$ cat src/rtl/bank_sw_pkg.sv
package bank_sw_pkg;
    typedef struct packed {
        logic rd_ram;
        logic wr_en;
        logic bank2;
        logic alt_zp;
    } bank_mode_t;

    localparam bank_mode_t MODE_RESET = '{rd_ram: 1'b0, wr_en: 1'b0, bank2: 1'b0, alt_zp: 1'b0};
endpackage

$ cat src/rtl/bank_sw_decode.sv
module bank_sw_decode #(
    parameter int          ADDR_W  = 16,
    parameter logic [15:0] LC_BASE = 16'hC080,
    parameter logic [15:0] ZP_ON   = 16'hC008,
    parameter logic [15:0] ZP_OFF  = 16'hC009
) (
    input  logic [ADDR_W-1:0] addr,
    input  logic              rd,
    input  logic              wr,
    input  logic [ADDR_W-1:0] prev_addr,
    input  logic              prev_vld,
    output logic              lc_load,
    output logic              lc_rd_ram,
    output logic              lc_wr_en,
    output logic              lc_bank2,
    output logic              zp_set,
    output logic              zp_clr
);
    logic in_window;
    logic needs_pair;
    logic paired;

    always_comb begin
        // 16-byte window, lower half of each 8-byte group is decoded
        in_window  = (addr[ADDR_W-1:4] == LC_BASE[ADDR_W-1:4]) && !addr[2];
        needs_pair = addr[0];
        paired     = prev_vld && (prev_addr == addr);
        lc_load    = rd && in_window && (!needs_pair || paired);
        // bits[1:0]: 00 ram/no-wr, 01 rom/wr, 10 rom/no-wr, 11 ram/wr
        lc_rd_ram  = (addr[1] == addr[0]);
        lc_wr_en   = addr[0];
        lc_bank2   = !addr[3];
        zp_set     = wr && (addr == ZP_ON);
        zp_clr     = wr && (addr == ZP_OFF);
    end
endmodule

$ cat src/rtl/bank_sw_state.sv
module bank_sw_state
    import bank_sw_pkg::*;
#(
    parameter int ADDR_W = 16
) (
    input  logic              clk,
    input  logic              rst_n,
    input  logic [ADDR_W-1:0] addr,
    input  logic              bus_valid,
    input  logic              lc_load,
    input  logic              lc_rd_ram,
    input  logic              lc_wr_en,
    input  logic              lc_bank2,
    input  logic              zp_set,
    input  logic              zp_clr,
    output bank_mode_t        mode,
    output logic [ADDR_W-1:0] prev_addr,
    output logic              prev_vld
);
    typedef struct packed {
        bank_mode_t        mode;
        logic [ADDR_W-1:0] prev_addr;
        logic              prev_vld;
    } state_t;

    state_t st_d, st_q;

    always_comb begin
        st_d = st_q;
        if (lc_load) begin
            st_d.mode.rd_ram = lc_rd_ram;
            st_d.mode.wr_en  = lc_wr_en;
            st_d.mode.bank2  = lc_bank2;
        end
        if (zp_set) begin
            st_d.mode.alt_zp = 1'b1;
        end else if (zp_clr) begin
            st_d.mode.alt_zp = 1'b0;
        end
        if (bus_valid) begin
            st_d.prev_addr = addr;
            st_d.prev_vld  = 1'b1;
        end
    end

    always_ff @(posedge clk) begin
        if (!rst_n) begin
            st_q.mode      <= MODE_RESET;
            st_q.prev_addr <= '0;
            st_q.prev_vld  <= 1'b0;
        end else begin
            st_q <= st_d;
        end
    end

    assign mode      = st_q.mode;
    assign prev_addr = st_q.prev_addr;
    assign prev_vld  = st_q.prev_vld;
endmodule

$ cat src/rtl/bank_sw_status.sv
module bank_sw_status
    import bank_sw_pkg::*;
#(
    parameter int          ADDR_W   = 16,
    parameter int          DATA_W   = 8,
    parameter logic [15:0] ST_BANK2 = 16'hC011,
    parameter logic [15:0] ST_RDRAM = 16'hC012,
    parameter logic [15:0] ST_ALTZP = 16'hC016
) (
    input  logic [ADDR_W-1:0] addr,
    input  logic              rd,
    input  bank_mode_t        mode,
    output logic [DATA_W-1:0] rdata
);
    localparam int FLAG_BIT = DATA_W - 1;

    always_comb begin
        rdata = '0;
        if (rd) begin
            unique case (addr)
                ST_BANK2: rdata[FLAG_BIT] = mode.bank2;
                ST_RDRAM: rdata[FLAG_BIT] = mode.rd_ram;
                ST_ALTZP: rdata[FLAG_BIT] = mode.alt_zp;
                default:  rdata = '0;
            endcase
        end
    end
endmodule

$ cat src/rtl/softswitch_bank_ctl.sv
module softswitch_bank_ctl
    import bank_sw_pkg::*;
#(
    parameter int ADDR_W = 16,
    parameter int DATA_W = 8
) (
    input  logic              clk,
    input  logic              rst_n,
    input  logic [ADDR_W-1:0] bus_addr,
    input  logic              bus_rd,
    input  logic              bus_wr,
    output logic [DATA_W-1:0] bus_rdata,
    output logic              ram_read,
    output logic              ram_write,
    output logic              bank_two,
    output logic              alt_zp
);
    logic              lc_load, lc_rd_ram, lc_wr_en, lc_bank2, zp_set, zp_clr;
    logic [ADDR_W-1:0] prev_addr;
    logic              prev_vld;
    bank_mode_t        mode;

    bank_sw_decode #(.ADDR_W(ADDR_W)) u_dec (
        .addr      (bus_addr),
        .rd        (bus_rd),
        .wr        (bus_wr),
        .prev_addr (prev_addr),
        .prev_vld  (prev_vld),
        .lc_load   (lc_load),
        .lc_rd_ram (lc_rd_ram),
        .lc_wr_en  (lc_wr_en),
        .lc_bank2  (lc_bank2),
        .zp_set    (zp_set),
        .zp_clr    (zp_clr)
    );

    bank_sw_state #(.ADDR_W(ADDR_W)) u_state (
        .clk       (clk),
        .rst_n     (rst_n),
        .addr      (bus_addr),
        .bus_valid (bus_rd || bus_wr),
        .lc_load   (lc_load),
        .lc_rd_ram (lc_rd_ram),
        .lc_wr_en  (lc_wr_en),
        .lc_bank2  (lc_bank2),
        .zp_set    (zp_set),
        .zp_clr    (zp_clr),
        .mode      (mode),
        .prev_addr (prev_addr),
        .prev_vld  (prev_vld)
    );

    bank_sw_status #(.ADDR_W(ADDR_W), .DATA_W(DATA_W)) u_stat (
        .addr  (bus_addr),
        .rd    (bus_rd),
        .mode  (mode),
        .rdata (bus_rdata)
    );

    assign ram_read  = mode.rd_ram;
    assign ram_write = mode.wr_en;
    assign bank_two  = mode.bank2;
    assign alt_zp    = mode.alt_zp;
endmodule

$ cat config.mk
export PLATFORM = sky130hd
export DESIGN_NAME = softswitch_bank_ctl
export DESIGN_NICKNAME = d
export VERILOG_FILES = /design/src/rtl/bank_sw_pkg.sv /design/src/rtl/bank_sw_decode.sv /design/src/rtl/bank_sw_state.sv /design/src/rtl/bank_sw_status.sv /design/src/rtl/softswitch_bank_ctl.sv
export SDC_FILE = /design/constraint.sdc
export NUM_CORES = 1
export LEC_CHECK = 0
export ABC_AREA = 0
export BUFFER_PORTS_ARGS = -buffer_cell sky130_fd_sc_hd__buf_2
export CAP_MARGIN = 10
export CORE_MARGIN = 3
export CORE_UTILIZATION = 40
export CTS_CLUSTER_DIAMETER = 120
export DETAILED_ROUTE_END_ITERATION = 8
export HOLD_SLACK_MARGIN = 0.02
export PLACE_DENSITY = 0.63
export SLEW_MARGIN = 30
export SYNTH_ARGS = -nofsm -noshare
export SYNTH_HDL_FRONTEND = slang
export SYNTH_SLANG_ARGS = --single-unit
$ cat constraint.sdc
create_clock -name clk -period 2 [get_ports clk]
set_input_delay 0.3 -clock clk [delete_from_list [all_inputs] [get_ports clk]]
set_output_delay 0.3 -clock clk [all_outputs]
set_load 0.01 [all_outputs]
==> results.yml <==
run_status:
  outcome: "complete, no violations"
timing:
  post-route-min-period_ns: 1.82
  slew_viol_final: 0
  rsz0062_at_grt: "false"
  fin_skew_ns: 0.00798
  tns_ns: 0
  max_freq_mhz: 549
  slew_headroom_pct: 64.6
  fin_crit_sh_pct: 91.1
  worst_slew_pin_slew_ns: 0.526
  setup_viol_count_final: 0
  finalHoldViolations: 0
  worst_slack_ns: 0.177
power:
  p_leak_uw: 0.000560
  ir_worst_vdd_uv: 406
  power_density_nw_per_um2: 607
cells_and_area:
  final_core_util_pct: 50.8
  antenna_cells: 0
  drive_gt1_share_pct: 23.8
  area_growth_pct: 13.7
  nets: 192
  final_area_sq_um: 1330
  fillers: 273
floorplanning:
  coreArea_sq_um: 2610
  die_area_sq_um: 3600
  die_h_um: 60.0
  fp-row-count: 18
  dieWidth_um: 60.0
  initial_core_util_pct: 44.6
  pin_count: 32
critical_path:
  critPathRequiredTime_ns: 1.70
  path_delay_family: "compound AO/OA/AOI/OAI gates"
  critical_path_class: "reg -> out"
  path_depth: 4
  critPathSlowestCell: "dfxtp_1"
  endpoint_kind: "primary output"
  cp_max_fo: 3
  r2r_slack_ns: 0.39
  crit_chain: "o21ai_0 > a221o_1 > nor4_2 > buf_2"
  critPathLaunch: "u_state.mode[3]$_SDFFE_PN0P_"
  crit_buf_inv: 1
  cp.arrival_ns: 1.52
  start_kind: "flip-flop"
  rr_worst_depth: 5
  crit_end: "bus_rdata[7]"
  reg2reg_from: "u_state.prev_addr[6]$_SDFFE_PN0P_"
  r2r_end: "u_state.mode[3]$_SDFFE_PN0P_"
  slowest_delay_ns: 0.37
synthesis:
  yosysTopAreaCellShare_pct: 36.1
  synth_cell_type_count: 31
  synth_area_leaders: "dfxtp_1 (36%), nand2_1 (12%), xnor2_1 (9.0%), a21oi_1 (7.3%), buf_4 (4.5%)"
  syn-mean-instance-area_sq_um: 8.10
  ys_seq_area_share_pct: 36.1
  synth-seq-cells: 21
  ys.flop_type: "dfxtp_1"
  netlist.top_cell.by_area: "dfxtp_1"
  yosys_warnings: 0
  synth_edf_count: 0
  syn_inst: 144
  syn-cell-area_sq_um: 1170
  synthArstFlopShare_pct: 0
placed_design:
  dpl_worst_slack_ns: 0.111
  dpl.hpwl_um: 2040
  portBuffers: 24
  placed_area_sq_um: 1290
  gp_congestion: 0.745
drt:
  vias: 1070
  drt-wirelength-per-cell_um: 13.3
  dr.first_iter.drc_count: 19
  wl_um: 2630
  drtPass1Iterations: 4
  ant_nets: 0
  drc: 0
  drt-vias-per-instance: 5.40
clock_tree:
  cts_tree: "yes"
  cts-htree-levels: 1
  clk_pin_slew_ns: 0.13
  cts_setup_buffers: 0
  cts-buffers-inserted: 3
  cts_sinks: 21
  clk_latency_ns: 0.31
  clock_path_buffers: 2
  cts_root_buffer: "clkbuf_4"
grt:
  grt_pass1_wl_um: 4510
  grt_max_degree: 18
  antenna_found_initial: 0
  grt_pass1_vias: 1053
  grt_overflow_total: 0
  grtUsageTotal_pct: 16.6
min_path:
  hold_class: "in -> reg"
  min_path_cells: 3
flow_run:
  max-cap-violations: 0
cell usage after synthesis (2+ instances only):
cell       n
a211oi_1   2
a211oi_2   2
a21oi_1   17
buf_4      7
clkbuf_1   5
dfxtp_1   21
ha_1       3
inv_1      3
nand2_1   36
nand3_1    2
nand4_1    3
nor2_1     7
nor3_1     2
nor4_1     3
xnor2_1   12
xor2_1     4
repair_timing:
item                                    CTS  global route
endpoints found under the setup margin    0             1
hold buffers                              0             0
gates resized for setup                   0             1
layer usage:
metal / GRT usage (%) / up-vias / wire (um)
met4: 6.01 / 0 / 15
met1: 19.9 / 505 / 1130
met3: 2.59 / 2 / 174
met2: 29.3 / 39 / 1310
met5: 0 / - / 0
li1: - / 524 / -
tightest hold or removal path, delay by kind of cell:
| family | cells | cell delay (ns) |
|---|---|---|
| AO/OA/AOI/OAI | 1 | 0.05 |
| buffers and inverters | 1 | 0.12 |
| AND/OR/NAND/NOR | 1 | 0.05 |
cell families after synthesis:
logic type,after synthesis,share of synthesized area [%]
fa+ha+maj,3,3.22
buf+inv,15,7.08
compound gates,26,14.5
simple gates,62,26.8
flops,21,36.1
xor+xnor,16,12.0
other cells,1,0.322
final cells by class:
type | count | area (sq um) | share of cell area (%)
Multi-Input combinational cell | 114 | 692 | 52.2
Clock buffer | 3 | 22.5 | 1.70
Timing Repair Buffer | 26 | 135 | 10.2
Inverter | 3 | 11.3 | 0.849
Clock inverter | 1 | 7.51 | 0.566
Sequential cell | 21 | 420 | 31.7
Tap cell | 30 | 37.5 | 2.83
sequential cells by signal (all words and copies together), names as in the netlist:
| register | cells |
|---|---|
| u_state.mode | 4 |
| u_state.prev_vld | 1 |
| u_state.prev_addr | 16 |
placed cells by master (no fill, tap or decap), types with 2 or more instances in the layout:
cell,synthesis,layout
nor4_1,3,2
a211oi_2,2,2
inv_1,3,3
nor3_1,2,2
conb_1,1,7
nor4_2,1,2
nand3_1,2,2
dfxtp_1,21,21
ha_1,3,3
nand4_1,3,3
nor2_1,7,7
xnor2_1,12,12
nand2_1,36,36
xor2_1,4,4
buf_2,0,24
a21oi_1,17,17
clkbuf_4,0,3
a211oi_1,2,2
buf_4,7,2
power by group:
group | switching, uW | internal, uW | leakage, uW
registers | 13.4 | 440 | 0.000173
clock network | 138 | 76.2 | 0.0000139
logic | 78.8 | 58.3 | 0.000372
how the worst min path moves through the flow:
stage | from | end
after floorplan | bus_addr[3] | u_state.mode[1]$_SDFFE_PN0P_
after global placement | u_state.prev_addr[14]$_SDFFE_PN0P_ | u_state.prev_addr[14]$_SDFFE_PN0P_
after detailed placement | u_state.prev_addr[4]$_SDFFE_PN0P_ | u_state.prev_addr[4]$_SDFFE_PN0P_
after CTS | bus_addr[3] | u_state.mode[1]$_SDFFE_PN0P_
after global routing | bus_addr[3] | u_state.mode[1]$_SDFFE_PN0P_
final | bus_addr[8] | u_state.prev_addr[8]$_SDFFE_PN0P_
per-stage QoR:
stage	cells	power (uW)	hold slack [ns]
floorplan	150	555	0.393
global placement	194	597	0.450
detailed placement	194	599	0.456
CTS	198	811	0.228
global route	198	851	0.231
finish	198	805	0.247
Note: power is estimated with default switching activity, not from simulation.
